===== src/rtl/gpio_irq_pkg.sv =====
package gpio_irq_pkg;
  localparam int REG_ADDR_W = 2;
  localparam int NUM_CHAN   = 16;

  typedef enum logic [REG_ADDR_W-1:0] {
    REG_LEVEL = 2'd0,
    REG_DIR   = 2'd1,
    REG_EDGE  = 2'd2,
    REG_CTRL  = 2'd3
  } reg_sel_e;

  // slot of the downstream priority encoder that each pin feeds
  function automatic int chan_of(input int pin);
    if (pin < 4)      return pin;
    else if (pin < 6) return pin + 2;
    else              return pin + 8;
  endfunction
endpackage


===== src/rtl/gpio_sync.sv =====
module gpio_sync #(
  parameter int W = 8
) (
  input  logic         clk,
  input  logic         rst,
  input  logic [W-1:0] async_in,
  output logic [W-1:0] sync_out
);
  logic [W-1:0] stage1;

  always_ff @(posedge clk) begin
    if (rst) begin
      stage1   <= '0;
      sync_out <= '0;
    end else begin
      stage1   <= async_in;
      sync_out <= stage1;
    end
  end
endmodule


===== src/rtl/gpio_regs.sv =====
module gpio_regs
  import gpio_irq_pkg::*;
#(
  parameter int W = 8
) (
  input  logic                  clk,
  input  logic                  rst,
  input  logic                  wr,
  input  logic [REG_ADDR_W-1:0] addr,
  input  logic [W-1:0]          wdata,
  input  logic [W-1:0]          level,
  output logic [W-1:0]          rdata,
  output logic [W-1:0]          data_q,
  output logic [W-1:0]          dir_q,
  output logic [W-1:0]          edge_q,
  output logic                  hs_q,
  output logic [W-1:0]          edge_keep
);
  reg_sel_e sel;
  assign sel = reg_sel_e'(addr);

  always_ff @(posedge clk) begin
    if (rst) begin
      data_q <= '0;
      dir_q  <= '0;
      edge_q <= '0;
      hs_q   <= 1'b0;
    end else if (wr) begin
      unique case (sel)
        REG_LEVEL: data_q <= wdata;
        REG_DIR:   dir_q  <= wdata;
        REG_EDGE:  edge_q <= wdata;
        REG_CTRL:  hs_q   <= wdata[0];
      endcase
    end
  end

  always_ff @(posedge clk) begin
    if (rst) rdata <= '0;
    else begin
      unique case (sel)
        REG_LEVEL: rdata <= level;
        REG_DIR:   rdata <= dir_q;
        REG_EDGE:  rdata <= edge_q;
        REG_CTRL:  rdata <= {{(W-1){1'b0}}, hs_q};
      endcase
    end
  end

  // pins whose polarity flips in this cycle are silenced
  always_comb begin
    edge_keep = '1;
    if (wr && sel == REG_EDGE) edge_keep = ~(wdata ^ edge_q);
  end
endmodule


===== src/rtl/gpio_edge.sv =====
module gpio_edge #(
  parameter int W = 8
) (
  input  logic         clk,
  input  logic         rst,
  input  logic [W-1:0] level,
  input  logic [W-1:0] rise_sel,
  input  logic [W-1:0] in_mask,
  input  logic [W-1:0] keep,
  output logic [W-1:0] irq_q
);
  logic [W-1:0] prev;
  logic [W-1:0] hit;

  always_comb begin
    for (int i = 0; i < W; i++) begin
      hit[i] = rise_sel[i] ? (level[i] & ~prev[i]) : (~level[i] & prev[i]);
    end
  end

  always_ff @(posedge clk) begin
    if (rst) begin
      prev  <= '0;
      irq_q <= '0;
    end else begin
      prev  <= level;
      irq_q <= hit & in_mask & keep;
    end
  end

  genvar g;
  generate
    for (g = 0; g < W; g++) begin : g_chk
      a_r5_single_pulse: assert property (@(posedge clk) disable iff (rst)
        irq_q[g] |=> !irq_q[g]);
      a_r3_polarity: assert property (@(posedge clk) disable iff (rst)
        irq_q[g] |-> ($past(level[g]) == $past(rise_sel[g]) &&
                      $past(prev[g]) != $past(level[g])));
    end
  endgenerate
endmodule


===== src/rtl/gpio_edge_port.sv =====
module gpio_edge_port
  import gpio_irq_pkg::*;
#(
  parameter int W = 8
) (
  input  logic                  clk,
  input  logic                  rst,
  input  logic                  reg_wr,
  input  logic [REG_ADDR_W-1:0] reg_addr,
  input  logic [W-1:0]          reg_wdata,
  output logic [W-1:0]          reg_rdata,
  input  logic [W-1:0]          pin_in,
  output logic [W-1:0]          pin_out,
  output logic [W-1:0]          pin_oe,
  input  logic                  rx_full,
  input  logic                  tx_empty,
  output logic [W-1:0]          pin_irq,
  output logic [NUM_CHAN-1:0]   chan_irq
);
  localparam logic [W-1:0] HS_PINS = {{(W-2){1'b0}}, 2'b11};

  logic [W-1:0] level, data_q, dir_q, edge_q, edge_keep, dir_eff, out_eff;
  logic         hs_q;

  gpio_sync #(.W(W)) u_sync (
    .clk(clk), .rst(rst), .async_in(pin_in), .sync_out(level)
  );

  gpio_regs #(.W(W)) u_regs (
    .clk(clk), .rst(rst), .wr(reg_wr), .addr(reg_addr), .wdata(reg_wdata),
    .level(level), .rdata(reg_rdata), .data_q(data_q), .dir_q(dir_q),
    .edge_q(edge_q), .hs_q(hs_q), .edge_keep(edge_keep)
  );

  assign dir_eff = hs_q ? (dir_q | HS_PINS) : dir_q;
  assign out_eff = hs_q ? {data_q[W-1:2], tx_empty, rx_full} : data_q;

  gpio_edge #(.W(W)) u_edge (
    .clk(clk), .rst(rst), .level(level), .rise_sel(edge_q),
    .in_mask(~dir_eff), .keep(edge_keep), .irq_q(pin_irq)
  );

  always_ff @(posedge clk) begin
    if (rst) begin
      pin_oe  <= '0;
      pin_out <= '0;
    end else begin
      pin_oe  <= dir_eff;
      pin_out <= out_eff;
    end
  end

  always_comb begin
    chan_irq = '0;
    for (int i = 0; i < W; i++) chan_irq[chan_of(i)] = pin_irq[i];
  end

  a_r1_reset_clear: assert property (@(posedge clk)
    rst |=> (pin_irq == '0 && pin_oe == '0 && pin_out == '0));
  a_r4_output_quiet: assert property (@(posedge clk) disable iff (rst)
    (pin_irq & $past(dir_eff)) == '0);
  a_r7_hs_forced_out: assert property (@(posedge clk) disable iff (rst)
    hs_q |=> pin_oe[1:0] == 2'b11);
  a_r7_hs_rx_flag: assert property (@(posedge clk) disable iff (rst)
    hs_q |=> pin_out[0] == $past(rx_full));
endmodule


===== config.mk =====
export PLATFORM = sky130hd
export DESIGN_NAME = gpio_edge_port
export DESIGN_NICKNAME = d
export VERILOG_FILES = /design/src/rtl/gpio_irq_pkg.sv /design/src/rtl/gpio_sync.sv /design/src/rtl/gpio_regs.sv /design/src/rtl/gpio_edge.sv /design/src/rtl/gpio_edge_port.sv
export SDC_FILE = /design/constraint.sdc
export NUM_CORES = 1
export LEC_CHECK = 0
export BUFFER_PORTS_ARGS = -buffer_cell sky130_fd_sc_hd__buf_2
export CORE_ASPECT_RATIO = 1.5
export CORE_UTILIZATION = 30
export CTS_BUF_LIST = sky130_fd_sc_hd__clkbuf_16
export CTS_CLUSTER_DIAMETER = 30
export CTS_CLUSTER_SIZE = 25
export DETAILED_ROUTE_END_ITERATION = 12
export PLACE_DENSITY = 0.58
export SYNTH_ARGS = -nofsm -noshare
export SYNTH_HDL_FRONTEND = slang
export SYNTH_SLANG_ARGS = --single-unit

===== constraint.sdc =====
create_clock -name clk -period 1.3 [get_ports clk]
set_input_delay 0.195 -clock clk [delete_from_list [all_inputs] [get_ports clk]]
set_output_delay 0.195 -clock clk [all_outputs]
set_load 0.005 [all_outputs]

==> flow_summary.json <==
{
  "dr.pass1.iters": 4,
  "core_um2": 9690,
  "syn_inst": 287,
  "cts.path.max_buffers": 2,
  "peakVddDrop_uv": 721,
  "clkLatencyLatePin_ns": 0.33,
  "path_clk_slew_ns": 0.06,
  "skew_ns": 0.00449,
  "synthesis.area_um2": 2990,
  "fillerInstances": 991,
  "ys_types": 24,
  "grt_usage_pct": 11.8,
  "power_mw": 5.16,
  "antenna_found_initial": 0,
  "slew_violations": 0,
  "initial_utilization_pct": 30.9,
  "post_cts_resized": 0,
  "drc_errors": 0,
  "avgRoutedWirePerCell_um": 12.6,
  "port_buffers": 62,
  "die_y_um": 124,
  "path_delay_family": "multiplexers",
  "synth-main-ff-cell": "dfxtp_1",
  "path_max_fanout": 4,
  "rsz0062_at_grt": "no",
  "area_delta_synth_final_pct": 20.2,
  "hp-class": "in2reg",
  "top_layer": "met4",
  "placed_cell_area_um2": 3330,
  "max_stage_delay_ns": 0.49,
  "clkSinkCount": 81,
  "fmax_ghz": 0.928,
  "synthArstFlopShare_pct": 0,
  "place.gp.congestion": 0.736,
  "p_per_area_nw_per_um2": 1440,
  "drtIter0Drc": 102,
  "met1Wirelength_um": 2570,
  "ctsHoldBuffers": 0,
  "gr-total-overflow": 0,
  "grt_pass1_vias": 1877,
  "die-area_um2": 10400,
  "crit_slowest_cell": "mux4_1",
  "crit_chain": "mux4_1 > nor2b_1",
  "setup_violations": 0,
  "chipWidth_um": 83.5,
  "rows": 44,
  "dp_slack_ns": 0.0362,
  "finalWirelength_um": 5820,
  "nNetsFinal": 366,
  "io_pins": 71,
  "htree_levels": 3,
  "fin_ws_ns": 0.222,
  "cp-start-kind": "flip-flop",
  "crit_type": "reg2reg",
  "timing.final.crit_share_pct": 82.9,
  "route.met2.wl_um": 2870,
  "status": "finished clean",
  "cts_buffers": 9,
  "via_count": 2092,
  "worstPathRequired_ns": 1.52,
  "avgSynthCellArea_um2": 10.4,
  "synth-seq-cells": 81,
  "setup.worst_path.end_class": "flip-flop",
  "grt_pass1_wl_um": 9430,
  "postCtsSetupBuffers": 0,
  "crit_arrival_ns": 1.30,
  "ant_nets": 0,
  "tritoncts": "built",
  "fin_tns_setup_ns": 0,
  "drive_above_1_share_pct": 25.6,
  "grt_max_degree": 52,
  "utilization_pct": 37.1,
  "worst-path-buf-inv": 0,
  "finalHoldViolCount": 0,
  "cts_root_buf": "clkbuf_16",
  "drv_cap": 0,
  "synth.yosys.seq_area_share_pct": 54.2,
  "diodes": 0,
  "ys_warn_count": 0,
  "dp_hpwl_um": 4030,
  "via_per_inst": 4.52,
  "final_area_um2": 3600,
  "wl_met3_um": 220,
  "fin_crit_ns": 1.08,
  "synth_edf_count": 0,
  "p_leak_nw": 1.57
}
## layout by cell type (no fill, tap or decap)
cell type / count
a2111oi_2: 2
mux4_1: 1
clkinv_1: 4
a211oi_1: 6
o2111ai_1: 8
nor2_1: 38
clkinv_2: 1
and2b_1: 1
clkbuf_16: 9
nand3b_1: 1
nor3b_2: 1
mux2i_1: 26
nand4b_1: 8
conb_1: 8
buf_4: 9
a21oi_1: 8
nand3_1: 9
dfxtp_1: 81
nor2b_1: 37
clkinvlp_4: 1
nand3b_2: 1
nand2_1: 8
inv_1: 8
buf_12: 2
inv_6: 1
a2bb2oi_1: 7
buf_2: 62
## final cells by class
type                            instances  area (um2)  area share [%]
Clock inverter                          7        36.3            1.01
Sequential cell                        81        1620            45.1
Clock buffer                            9         225            6.26
Multi-Input combinational cell        170        1120            31.2
Timing Repair Buffer                   73         418            11.6
Inverter                                8        30.0           0.835
Tap cell                              115         144            4.00
## flip-flops by register name (all words and copies together), names as in the netlist
name	count
u_regs.rdata	8
u_edge.irq_q	8
u_sync.stage1	8
u_sync.sync_out	8
u_regs.dir_q	8
u_regs.hs_q	1
u_regs.data_q	8
u_regs.edge_q	8
u_edge.prev	8
pin_oe	8
pin_out	8
## worst register-to-register path, stage by stage, from the launching register on
cell     delay, ns
dfxtp_1       0.35
mux4_1        0.49
nor2b_1       0.14
## per-stage QoR
step | instances | hold WS, ns
floorplan | 294 | 0.323
global placement | 447 | 0.408
detailed placement | 447 | 0.407
CTS | 463 | 0.0558
global route | 463 | 0.0643
finish | 463 | 0.0680
## synthesized netlist by cell type (2+ instances only)
| library cell | instances | area (um2) |
|---|---|---|
| dfxtp_1 | 81 | 1620 |
| nor2_1 | 38 | 143 |
| nor2b_1 | 37 | 231 |
| mux2i_1 | 26 | 260 |
| buf_4 | 19 | 143 |
| clkbuf_1 | 9 | 33.8 |
| nand3_1 | 9 | 45.0 |
| a21oi_1 | 8 | 40.0 |
| inv_1 | 8 | 30.0 |
| nand2_1 | 8 | 30.0 |
| nand4b_1 | 8 | 70.1 |
| o2111ai_1 | 8 | 70.1 |
| a2bb2oi_1 | 7 | 61.3 |
| a211oi_1 | 6 | 45.0 |
| buf_2 | 3 | 15.0 |
| buf_6 | 3 | 33.8 |
| a2111oi_2 | 2 | 30.0 |
## logic make-up (layout without fill, tap and decap cells)
logic type             count (synthesis)  after routing  share of synthesized area [%]
flip-flops                            81             81                           54.2
AO/OA/AOI/OAI                         31             31                           8.24
multiplexers                          27             27                           9.58
other                                  1              8                          0.125
AND/OR/NAND/NOR                      104            104                           18.7
buffers and inverters                 43             97                           9.20
## metal layers
metal,track usage (%),vias to the layer above
li1,-,1059
met1,13.9,970
met2,19.0,53
met3,3.11,10
met4,7.18,0
met5,0,-
## final timing paths
| kind | to | cells past startpoint | from | slack [ns] |
|---|---|---|---|---|
| max reg2reg | u_regs.rdata[0]$_SDFF_PP0_ | 2 | u_regs.dir_q[0]$_SDFFE_PP0P_ | 0.22 |
| min | u_sync.stage1[1]$_SDFF_PP0_ | 2 | pin_in[1] | 0.07 |
| max | u_regs.rdata[0]$_SDFF_PP0_ | 2 | u_regs.dir_q[0]$_SDFFE_PP0P_ | 0.22 |
| min reg2reg | u_sync.sync_out[7]$_SDFF_PP0_ | 1 | u_sync.stage1[7]$_SDFF_PP0_ | 0.44 |
## power by group
part / switching, mW / internal (mW)
sequential: 0.0417 / 2.56
combinational: 0.175 / 0.157
clock: 0.960 / 1.27
total: 1.18 / 3.99
Note: power is estimated with default switching activity, not from simulation.
